### config.mk
export PLATFORM = sky130hd
export DESIGN_NAME = rsp_token_fmt
export DESIGN_NICKNAME = d
export VERILOG_FILES = /design/src/rtl/rsp_fmt_pkg.sv /design/src/rtl/rsp_flag_bank.sv /design/src/rtl/rsp_token_pack.sv /design/src/rtl/rsp_byte_shifter.sv /design/src/rtl/rsp_token_fmt.sv
export SDC_FILE = /design/constraint.sdc
export NUM_CORES = 1
export LEC_CHECK = 0
export CAP_MARGIN = 30
export CORE_MARGIN = 2
export CORE_UTILIZATION = 56
export CTS_CLUSTER_DIAMETER = 50
export DETAILED_ROUTE_END_ITERATION = 7
export PLACE_DENSITY = 0.85
export SLEW_MARGIN = 20
export SYNTH_ARGS = -nofsm -noshare
export SYNTH_HDL_FRONTEND = slang
export SYNTH_HIERARCHICAL = 1
export SYNTH_SLANG_ARGS = --single-unit
export TNS_END_PERCENT = 10
### constraint.sdc
create_clock -name clk -period 4.7 [get_ports clk]
set_input_delay 1.41 -clock clk [delete_from_list [all_inputs] [get_ports clk]]
set_output_delay 1.41 -clock clk [all_outputs]
set_load 0.005 [all_outputs]
### src/rtl/rsp_fmt_pkg.sv
package rsp_fmt_pkg;

  localparam int unsigned FLAG_W = 13;

  localparam int unsigned FL_ERST   = 0;
  localparam int unsigned FL_ILL    = 1;
  localparam int unsigned FL_CRC    = 2;
  localparam int unsigned FL_ESEQ   = 3;
  localparam int unsigned FL_ADDR   = 4;
  localparam int unsigned FL_PARM   = 5;
  localparam int unsigned FL_WPSKIP = 6;
  localparam int unsigned FL_GEN    = 7;
  localparam int unsigned FL_CC     = 8;
  localparam int unsigned FL_ECC    = 9;
  localparam int unsigned FL_WPV    = 10;
  localparam int unsigned FL_EPRM   = 11;
  localparam int unsigned FL_OOR    = 12;

  typedef enum logic [1:0] {
    TK_STAT  = 2'd0,
    TK_XSTAT = 2'd1,
    TK_COND  = 2'd2,
    TK_DERR  = 2'd3
  } tok_kind_e;

  // flags carried by the common status byte
  localparam logic [FLAG_W-1:0] MASK_STAT =
    (FLAG_W'(1) << FL_ERST) | (FLAG_W'(1) << FL_ILL)  | (FLAG_W'(1) << FL_CRC) |
    (FLAG_W'(1) << FL_ESEQ) | (FLAG_W'(1) << FL_ADDR) | (FLAG_W'(1) << FL_PARM);

  // flags carried by the data error byte
  localparam logic [FLAG_W-1:0] MASK_DERR =
    (FLAG_W'(1) << FL_GEN) | (FLAG_W'(1) << FL_CC) |
    (FLAG_W'(1) << FL_ECC) | (FLAG_W'(1) << FL_OOR);

  localparam logic [FLAG_W-1:0] MASK_ALL = {FLAG_W{1'b1}};

endpackage

### src/rtl/rsp_flag_bank.sv
module rsp_flag_bank
  import rsp_fmt_pkg::*;
(
  input  logic              clk,
  input  logic              rst_n,
  input  logic [FLAG_W-1:0] set_i,
  input  logic              clr_en_i,
  input  logic [FLAG_W-1:0] clr_i,
  output logic [FLAG_W-1:0] flags_o
);

  logic [FLAG_W-1:0] flags_q, flags_d;

  // a set arriving in the clearing cycle wins over the clear
  always_comb begin
    flags_d = flags_q;
    if (clr_en_i) flags_d = flags_d & ~clr_i;
    flags_d = flags_d | set_i;
  end

  always_ff @(posedge clk or negedge rst_n) begin
    if (!rst_n) flags_q <= '0;
    else        flags_q <= flags_d;
  end

  assign flags_o = flags_q;

endmodule

### src/rtl/rsp_token_pack.sv
module rsp_token_pack
  import rsp_fmt_pkg::*;
#(
  parameter int unsigned OCR_W = 32,
  localparam int unsigned WORD_W = 8 + OCR_W,
  localparam int unsigned LEN_W  = $clog2(WORD_W / 8 + 1)
)(
  input  tok_kind_e         kind_i,
  input  logic [FLAG_W-1:0] flags_i,
  input  logic              idle_i,
  input  logic              locked_i,
  input  logic [OCR_W-1:0]  ocr_i,
  output logic [WORD_W-1:0] word_o,
  output logic [LEN_W-1:0]  len_o,
  output logic [FLAG_W-1:0] clr_o
);

  logic [7:0] stat_b, xstat_b, derr_b;

  always_comb begin
    stat_b  = {1'b0, flags_i[FL_PARM], flags_i[FL_ADDR], flags_i[FL_ESEQ],
               flags_i[FL_CRC], flags_i[FL_ILL], flags_i[FL_ERST], idle_i};
    xstat_b = {flags_i[FL_OOR], flags_i[FL_EPRM], flags_i[FL_WPV], flags_i[FL_ECC],
               flags_i[FL_CC], flags_i[FL_GEN], flags_i[FL_WPSKIP], locked_i};
    derr_b  = {4'b0000, flags_i[FL_OOR], flags_i[FL_ECC], flags_i[FL_CC], flags_i[FL_GEN]};
  end

  always_comb begin
    unique case (kind_i)
      TK_XSTAT: begin
        word_o = {stat_b, xstat_b, {(WORD_W-16){1'b0}}};
        len_o  = LEN_W'(2);
        clr_o  = MASK_ALL & flags_i;
      end
      TK_COND: begin
        word_o = {stat_b, ocr_i};
        len_o  = LEN_W'(WORD_W / 8);
        clr_o  = MASK_STAT & flags_i;
      end
      TK_DERR: begin
        word_o = {derr_b, {(WORD_W-8){1'b0}}};
        len_o  = LEN_W'(1);
        clr_o  = MASK_DERR & flags_i;
      end
      default: begin
        word_o = {stat_b, {(WORD_W-8){1'b0}}};
        len_o  = LEN_W'(1);
        clr_o  = MASK_STAT & flags_i;
      end
    endcase
  end

endmodule

### src/rtl/rsp_byte_shifter.sv
module rsp_byte_shifter #(
  parameter int unsigned MAX_BYTES = 5,
  localparam int unsigned WORD_W = 8 * MAX_BYTES,
  localparam int unsigned LEN_W  = $clog2(MAX_BYTES + 1)
)(
  input  logic              clk,
  input  logic              rst_n,
  input  logic              load_i,
  input  logic [WORD_W-1:0] word_i,
  input  logic [LEN_W-1:0]  len_i,
  input  logic              ready_i,
  output logic [7:0]        data_o,
  output logic              valid_o,
  output logic              last_o,
  output logic              done_o
);

  logic [WORD_W-1:0] sh_q, sh_d;
  logic [LEN_W-1:0]  cnt_q, cnt_d;
  logic              act_q, act_d;
  logic              step;

  assign step   = act_q & ready_i;
  assign last_o = act_q & (cnt_q == LEN_W'(1));
  assign done_o = step & last_o;

  always_comb begin
    sh_d  = sh_q;
    cnt_d = cnt_q;
    act_d = act_q;
    if (load_i) begin
      sh_d  = word_i;
      cnt_d = len_i;
      act_d = 1'b1;
    end else if (step) begin
      sh_d  = sh_q << 8;
      cnt_d = cnt_q - LEN_W'(1);
      if (cnt_q == LEN_W'(1)) act_d = 1'b0;
    end
  end

  always_ff @(posedge clk or negedge rst_n) begin
    if (!rst_n) begin
      sh_q  <= '0;
      cnt_q <= '0;
      act_q <= 1'b0;
    end else begin
      sh_q  <= sh_d;
      cnt_q <= cnt_d;
      act_q <= act_d;
    end
  end

  assign data_o  = sh_q[WORD_W-1 -: 8];
  assign valid_o = act_q;

endmodule

### src/rtl/rsp_token_fmt.sv
module rsp_token_fmt
  import rsp_fmt_pkg::*;
#(
  parameter int unsigned CMD_W      = 6,
  parameter int unsigned OCR_W      = 32,
  parameter int unsigned STATUS_CMD = 13,
  parameter int unsigned COND_CMD   = 58
)(
  input  logic              clk,
  input  logic              rst_n,
  input  logic              cmd_valid,
  input  logic [CMD_W-1:0]  cmd_idx,
  input  logic              rdfail_valid,
  output logic              req_ready,
  input  logic [FLAG_W-1:0] flag_set,
  input  logic              in_idle,
  input  logic              card_locked,
  input  logic [OCR_W-1:0]  ocr_word,
  output logic [7:0]        tok_data,
  output logic              tok_valid,
  input  logic              tok_ready,
  output logic              tok_last
);

  localparam int unsigned MAX_BYTES = 1 + OCR_W / 8;
  localparam int unsigned WORD_W    = 8 * MAX_BYTES;
  localparam int unsigned LEN_W     = $clog2(MAX_BYTES + 1);

  // reset: asserted asynchronously, released on a clock edge
  logic [1:0] rst_sync_q;
  logic       rst_int_n;
  always_ff @(posedge clk or negedge rst_n) begin
    if (!rst_n) rst_sync_q <= 2'b00;
    else        rst_sync_q <= {rst_sync_q[0], 1'b1};
  end
  assign rst_int_n = rst_sync_q[1];

  logic              accept, done;
  tok_kind_e         kind;
  logic [FLAG_W-1:0] flags, clr_now;
  logic [FLAG_W-1:0] clr_q, clr_d;
  logic [WORD_W-1:0] word;
  logic [LEN_W-1:0]  len;

  assign req_ready = rst_int_n & ~tok_valid;
  assign accept    = req_ready & (cmd_valid | rdfail_valid);

  // commands take precedence over a pending read failure
  always_comb begin
    if (!cmd_valid)                               kind = TK_DERR;
    else if (cmd_idx == CMD_W'(STATUS_CMD))       kind = TK_XSTAT;
    else if (cmd_idx == CMD_W'(COND_CMD))         kind = TK_COND;
    else                                          kind = TK_STAT;
  end

  rsp_flag_bank u_flags (
    .clk      (clk),
    .rst_n    (rst_int_n),
    .set_i    (flag_set),
    .clr_en_i (done),
    .clr_i    (clr_q),
    .flags_o  (flags)
  );

  rsp_token_pack #(.OCR_W(OCR_W)) u_pack (
    .kind_i   (kind),
    .flags_i  (flags),
    .idle_i   (in_idle),
    .locked_i (card_locked),
    .ocr_i    (ocr_word),
    .word_o   (word),
    .len_o    (len),
    .clr_o    (clr_now)
  );

  rsp_byte_shifter #(.MAX_BYTES(MAX_BYTES)) u_shift (
    .clk     (clk),
    .rst_n   (rst_int_n),
    .load_i  (accept),
    .word_i  (word),
    .len_i   (len),
    .ready_i (tok_ready),
    .data_o  (tok_data),
    .valid_o (tok_valid),
    .last_o  (tok_last),
    .done_o  (done)
  );

  // remember exactly which flags went out in this token
  always_comb begin
    clr_d = clr_q;
    if (accept) clr_d = clr_now;
  end

  always_ff @(posedge clk or negedge rst_int_n) begin
    if (!rst_int_n) clr_q <= '0;
    else            clr_q <= clr_d;
  end

endmodule

# == Word level (Yosys, flattened, before mapping) ==
# Index checks and enable logic that the tools add are counted.
# op_classes
n_addsub,1
eq_ne,6
n_mux,14
bitwise_logic,10
reduce_logical,3
# ops
operator,n
one-hot mux 39 bit (3 select lines),1
two-way mux 40 bit,2
one-hot mux 13 bit (2 select lines),1
bitwise AND 13 bit,1
two-way mux 13 bit,1
inverter 13 bit,1
bitwise OR 13 bit,1
"equality test 6 x 4 -> 1 bit, second input constant",1
"equality test 6 bit, second input constant",1
two-way mux 2 bit,3
two-way mux 3 bit,2
one-hot mux 3 bit (2 select lines),1
bitwise AND 1 bit,5
"equality test 2 bit, second input constant",2
nonzero test 2 bit,2
"equality test 3 x 1 -> 1 bit, second input constant",1
two-way mux 1 bit,3
"subtractor 3 x 1 -> 3 bit, second input constant",1
"equality test 2 x 1 -> 1 bit, second input constant",1
AND reduction 2 bit,1
inverter 1 bit,1
bitwise OR 1 bit,1
# word_totals
regBits,72
inputBits,58
out_inout_bits,11
elab_cells,40

# == Depth between registers and ports, before layout ==
# Gate-level depths: netlist of run 1.
# logic_depth
depth_word,7
depth_mapped,8
mapped_depth_nobuf,7

# == Modules after synthesis ==
# Netlist of run 1, hierarchy kept.
# by_module_without_submodules
mod,n_inst,cells_each,area_per_inst_um2,seq_area_each_um2
rsp_byte_shifter,1,204,2098.3,1101.1
rsp_token_fmt,1,38,645.6,375.4
rsp_flag_bank,1,40,483.0,325.3
rsp_token_pack,1,63,440.4,0.0

# == Worst setup path before layout of run 1 ==
# OpenSTA, ideal clock, no wires.
# synth_path
path_kind,reg-to-output
from,register rst_sync_q[1]
to,output port req_ready
arrival_ns,2.240
required_time_ns,3.290
path_slack_ns,1.050
stages_incl_launch_ff,2
path_buffers,0
path_cell_list,dfrtp_1 nor2b_4
# synth_via
elab_chain_len,1
# synth_rtl
element,line_no,rtl
"start, declared",rsp_token_fmt.sv:30,logic [1:0] rst_sync_q;
"start signal, assigned",rsp_token_fmt.sv:34,"else rst_sync_q <= {rst_sync_q[0], 1'b1};"
bitwise AND 1 bit,rsp_token_fmt.sv:45,assign req_ready = rst_int_n & ~tok_valid;
"end, declared",rsp_token_fmt.sv:14,"output logic req_ready,"
# Every way passes these cells.

# == Final worst setup path of run 1 ==
# layout_path
from,input port cmd_idx[1]
to,register u_shift.sh_q[31]
# layout_via
word_cells_on_any_way,10
cone_classes,eq/ne: 5; mux: 5
# layout_rtl
element,line_no,rtl
"start, declared",rsp_token_fmt.sv:12,"input logic [CMD_W-1:0] cmd_idx,"
equality test 6 x 4 -> 1 bit *,rsp_token_fmt.sv:51,else if (cmd_idx == CMD_W'(STATUS_CMD)) kind = TK_XSTAT;
two-way mux 2 bit *,rsp_token_fmt.sv:51,
two-way mux 2 bit *,rsp_token_fmt.sv:50,if (!cmd_valid) kind = TK_DERR;
named net kind[0],rsp_token_fmt.sv:39,tok_kind_e kind;
equality test 2 bit or equality test 2 x 1 -> 1 bit (tied branches),rsp_token_pack.sv:29,unique case (kind_i)
one-hot mux 39 bit (3 select lines) *,rsp_token_pack.sv:29,
named net word[31],rsp_token_fmt.sv:42,logic [WORD_W-1:0] word;
two-way mux 40 bit *,rsp_byte_shifter.sv:31,if (load_i) begin
"end signal, assigned",rsp_byte_shifter.sv:44,sh_q <= '0;
"end signal, assigned",rsp_byte_shifter.sv:48,sh_q <= sh_d;
"end, declared",rsp_byte_shifter.sv:18,"logic [WORD_W-1:0] sh_q, sh_d;"
# Mark *: on every way through the listed nets, which the timed path passes. The rest lies on a longest branch.
# A chain may end at the register's enable or synchronous reset.

==> results.cfg, run 1 <==
[run_status]
outcome = finished clean

[worst_setup_path]
path_buf_inv = 1
crit_chain = clkdlybuf4s50_1 -> nor4b_1 -> nand3_1 -> nand2_1 -> and2b_1 -> a22o_1 -> nand2_1 -> o21ai_0
path_common_cell = nand2_1
path_depth = 8
worst-r2r-setup-slack_ps = 2740
end_kind = flop
start_kind = input pin
rr_endpoint = u_flags/flags_o[7]
reg2reg_depth = 5
critical-path-max-stage-delay_ps = 450
setup.worst_path.class = in2reg
cp.required_ps = 4960
crit_family = simple AND/OR/NAND/NOR gates
rr_startpoint = u_shift/valid_o
crit_path_max_fanout = 13
slowest_stage = and2b_1
critPathArrivalTime_ps = 3330

[floorplanning]
rows = 29
die_area_sq_um = 7210
chipHeight_um = 84.9
core_sq_um = 6350
die_w_um = 84.9
initial_utilization = 0.578
io_pins = 69

[min_path]
hold_end = rst_sync_q[1]
hold_path_depth = 0
hp-class = reg2reg
worstHoldStart = rst_sync_q[0]

[cts]
cts.sinks = 72
hold_buffers = 0
worstSkewPairLatency_ps = 350
cts_inserted_buffers = 9
ctsResizeCount = 0
htreeDepth = 3
postCtsSetupRepairBufs = 0
clockRootBuffer = clkbuf_8
clk_path_buf_depth = 2
cts_tree = built
cts.clk_slew.worst_paths_ps = 80

[timing]
fmaxAchievable_mhz = 325
finalSetupViolCount = 0
hold_viol = 0
final.setup_skew_ps = 12.6
rsz0062_at_grt = false
max_slew.worst_pin.slew_ps = 871
relSlewSlack = 0.420
min_period_over_period = 0.655
drv_slew = 0
tns_ps = 0
min_period_ps = 3080

[drt]
m1WireLength_um = 3120
routed_wl_um = 7250
drc = 0
drtIter0Drc = 152
vias = 2599
dr.max_layer_used = met4
routedWlPerCell_um = 15.1
viasPerCell = 5.40
antenna_left = 0
drt_first_pass_iters = 4
routed-wl-met2_um = 3780
route.met3.wl_um = 179

[synth]
synthesis.area_sq_um = 3670
synth_nets = 405
ys_types = 38
synth_edf_count = 0
synth_cells = 345
yosysWarnings = 6
synth_top_area_frac = 0.491
synth_top_cell_by_area = dfrtp_1
ys.flop_type = dfrtp_1
ys_top_cells_by_area = dfrtp_1 (49%), mux2i_1 (8.7%), and2_1 (6.8%), nand2_1 (6.6%), o21ai_0 (5.9%)
syn-mean-instance-area_sq_um = 10.6
seq_area_frac_synth = 0.491
synth-async-reset-ratio = 1.00
synth-seq-cells = 72

[grt]
antenna_found_initial = 0
grt_pass1_wl_um = 12100
gr-usage-all-layers = 0.214
grt_pass1_vias = 2623
grt_overflow_total = 0
grt_max_degree = 101

[cells_and_area]
fin_util = 0.713
drive_gt1_frac = 0.101
n_antenna_cell = 0
fin_cells = 481
area.growth.synth_to_final_pct = 23.5
nets = 459

[flow_run]
maxCapViolations = 0

[pwr]
powerDensity_nw_per_um2 = 488
fin_total_pwr_w = 0.00221
cellLeakagePower_nw = 1.98
ir_drop_uv = 334

[placement]
place.gp.congestion = 0.772
dp.cells = 464
dp_hpwl_um = 4890
port_buffers = 68
worst max-delay path by stage:
stage,start,to
final,cmd_idx[1],u_shift/sh_q[31]
after global routing,cmd_idx[1],u_shift/sh_q[31]
after CTS,cmd_idx[1],u_shift/sh_q[31]
after detailed placement,cmd_idx[1],u_shift/sh_q[31]
after global placement,cmd_idx[5],u_shift/sh_q[31]
after floorplan,rst_sync_q[1],req_ready
worst reg2reg max path, cell delays in order, from the launching register on:
cell and delay, ps:
dfrtp_1 580, nand2_4 440, nor3b_1 330, buf_4 250
nand2_1 90, a21o_1 180
cells in the final DEF, fill, tap and decap left out, drive strengths merged, types with 2 or more instances in the layout:
master,synthesis,routed
mux2,17,17
buf,23,4
bufinv,0,4
dfrtp,72,72
conb,2,2
nand3,2,2
nor2b,2,2
a21o,15,15
and2,40,40
inv,3,3
a22o,8,8
ha,2,2
nand2,66,66
clkbuf,6,10
o21ai,43,43
mux2i,32,32
clkdlybuf4s50,0,68
through the flow:
step / hold slack, ps / area [sq um] / worst slack, ps
6_report: 359 / 4530 / 1620
5_1_grt: 374 / 4530 / 1480
4_1_cts: 362 / 4500 / 1590
3_5_place_dp: 343 / 4240 / 1250
3_3_place_gp: 335 / 4230 / 1020
2_1_floorplan: 331 / 3670 / 1050
logic make-up (layout without fill, tap and decap cells):
group | count (synthesis) | in the layout | share of synthesized area
compound gates | 69 | 69 | 0.117
xor+xnor | 2 | 2 | 0.00478
fa+ha+maj | 2 | 2 | 0.00682
buf+inv | 32 | 91 | 0.0658
flops | 72 | 72 | 0.491
mux | 49 | 49 | 0.150
other cells | 2 | 2 | 0.00205
simple gates | 117 | 117 | 0.163
power breakdown:
group          switching (W)  internal (W)  total [W]
Combinational       0.000267      0.000363   0.000630
Sequential          0.000128      0.000814   0.000942
Clock               0.000232      0.000406   0.000637
Total               0.000626       0.00158    0.00221
synth_stat cells (3+ instances only):
library cell  number
nand2_1           64
mux2i_1           32
a21o_1            14
mux2_4            10
buf_8              3
buf_4             10
o21ai_0           43
buf_2              7
mux2_2             4
mux2_1             3
a22o_1             8
inv_1              3
and2_1            40
dfrtp_1           72
clkbuf_1           5
registers in the layout (all words and copies together), names as in the netlist:
signal,cells
rst_sync_q,2
u_flags/flags_o,13
u_shift/valid_o,1
u_shift/sh_q,40
u_shift/cnt_q,3
clr_q,13
area by class of cell:
class	count	area, sq um
Timing Repair Buffer	72	734
Tap cell	77	96.3
Inverter	3	11.3
Fill cell	465	1820
Sequential cell	72	1800
Clock buffer	10	128
Multi-Input combinational cell	241	1620
Clock inverter	6	133
layer usage:
metal	track usage	vias to the layer above
met1	0.266	1273
met2	0.372	48
met4	0.0981	0
li1	-	1266
met3	0.0311	12
met5	0	-
Power figures use the tool's default switching activity.
==> inputs of run 2 (changes only) <==
Settings changed: CORE_UTILIZATION 56 to 47, PLACE_DENSITY 0.85 to 0.76.
Clock period 4.7 ns to 2.6 ns, I/O delays scaled along.
==> run 2 against run 1 <==
Sequential power grew 80%. Clock skew fell by 3.0 ps. Combinational power rose by 86%. Setup slack lost 1500 ps. Clock-buffer cell count up 2. Die area increased by 18%. Non-clock buffer count increased by 7. Worst hold slack barely moved. Largest power group unchanged. Highest routed layer unchanged.
==> results.cfg, run 2 (synthesis results as in run 1) <==
[run_status]
outcome = finished clean

[worst_setup_path]
setup.worst_path.class = reg2out
cp.required_ps = 1820
end_kind = primary output
worst-r2r-setup-slack_ps = 840
start_kind = flop
critPathArrivalTime_ps = 1650
crit_path_max_fanout = 3

[cells_and_area]
nets = 466
fill_cells = 661
n_antenna_cell = 0
final_common_cell = dfrtp_1
multi_input_area_sq_um = 1630
area.growth.synth_to_final_pct = 23.8
largest-register = u_shift/sh_q
final_cell_mix = dfrtp_1 (71), clkdlybuf4s50_1 (68), nand2_1 (64)
seq_area_sq_um = 1800
drive_gt1_frac = 0.114
largest_reg_flops = 40

[cts]
worstSkewPairLatency_ps = 340
cts.sinks = 72
htreeDepth = 3
postCtsSetupRepairBufs = 0
clockRootBuffer = clkbuf_8
cts_tree = built
cts.clk_slew.worst_paths_ps = 70
cts_inserted_buffers = 9
clk_path_buf_depth = 2
hold_buffers = 0

[grt]
gr-usage-all-layers = 0.182
grt_pass1_vias = 2579
antenna_found_initial = 0
grt_pass1_wl_um = 12000
grt_max_degree = 71
grt_overflow_total = 0

[floorplanning]
core_sq_um = 7650
chipHeight_um = 92.3
die_area_sq_um = 8520
initial_utilization = 0.480
die_w_um = 92.3
rows = 32
io_pins = 69

[min_path]
hp-class = reg2reg

[drt]
routed_wl_um = 7340
vias = 2590
drtIter0Drc = 170
antenna_left = 0
drt_first_pass_iters = 4
drc = 0
viasPerCell = 5.05
routedWlPerCell_um = 14.3

[placement]
port_buffers = 68
dp_hpwl_um = 5170
place.gp.congestion = 0.767

[timing]
final.setup_skew_ps = 9.56
hold_viol = 0
min_period_over_period = 0.936
max_slew.worst_pin.slew_ps = 880
fmaxAchievable_mhz = 411
relSlewSlack = 0.413
finalSetupViolCount = 0
rsz0062_at_grt = false
min_period_ps = 2430
hold_slack_ps = 359
drv_slew = 0

[flow_run]
maxCapViolations = 0

[pwr]
cellLeakagePower_nw = 1.98
fin_total_pwr_w = 0.00370
powerDensity_nw_per_um2 = 815
ir_drop_uv = 481
-- run 2: changes by cell type in the layout (fill, tap and decap cells not counted), sizes merged --
| cell | change |
|---|---|
| buf | +7 |
| bufinv | -3 |
| clkbuf | +2 |
| clkinv | +2 |
| clkinvlp | -1 |
-- run 2: critical path, stage by stage, from the launching register on --
cell and delay, ps:
dfrtp_1 390, inv_1 80, ha_1 180, and3b_2 180
clkdlybuf4s50_1 490
-- run 2: routing by layer --
metal | track usage | vias up | part of all wire
li1 | - | 1275 | -
met1 | 0.218 | 1253 | 0.42
met2 | 0.323 | 50 | 0.53
met3 | 0.0277 | 12 | 0.025
met4 | 0.0833 | 0 | 0.021
met5 | 0 | - | 0
-- run 2: path summary, 6_finish.rpt --
kind	startpoint	end	cells past startpoint
worst max-delay path	u_shift/cnt_q[1]	tok_last	4
worst min register to register	rst_sync_q[0]	rst_sync_q[1]	0
min in group asynchronous	rst_sync_q[1]	u_flags/flags_o[5]	1
max in group asynchronous	rst_sync_q[1]	u_shift/sh_q[23]	1
worst min-delay path	rst_sync_q[0]	rst_sync_q[1]	0
worst max register to register	u_shift/valid_o	u_shift/sh_q[23]	4
-- run 2: cell type report --
| type | instances | share of cell area |
|---|---|---|
| flip-flops and latches | 72 | 0.397 |
| multi-input cells | 241 | 0.358 |
| repair buffers | 79 | 0.174 |
| clock buffers | 12 | 0.0298 |
| well taps | 102 | 0.0281 |
| clock inverters | 4 | 0.00992 |
| inverters | 3 | 0.00248 |
-- run 2: repair_timing --
item / in CTS / in global routing
resized for setup: 0 / 1
setup endpoints to repair: 0 / 1
hold endpoints to repair: 0 / 0
-- run 2: stage by stage --
stage | cell area [sq um] | worst slack, ps | utilization | setup TNS (ps) | std cells
3_5_place_dp | 4360 | -219 | 0.570 | -2750 | 497
5_1_grt | 4540 | 78.5 | 0.594 | 0 | 513
2_1_floorplan | 3670 | 261 | - | 0 | 345
6_report | 4540 | 167 | 0.594 | 0 | 513
4_1_cts | 4540 | 128 | 0.593 | 0 | 513
3_3_place_gp | 4350 | -370 | 0.568 | -10750 | 496
-- run 2: where the power goes --
part	internal (W)	switching (W)	leakage (nW)	total, W
Sequential	0.00147	0.000227	0.870	0.00170
Clock	0.000440	0.000392	0.0941	0.000832
Combinational	0.000677	0.000489	1.02	0.00117
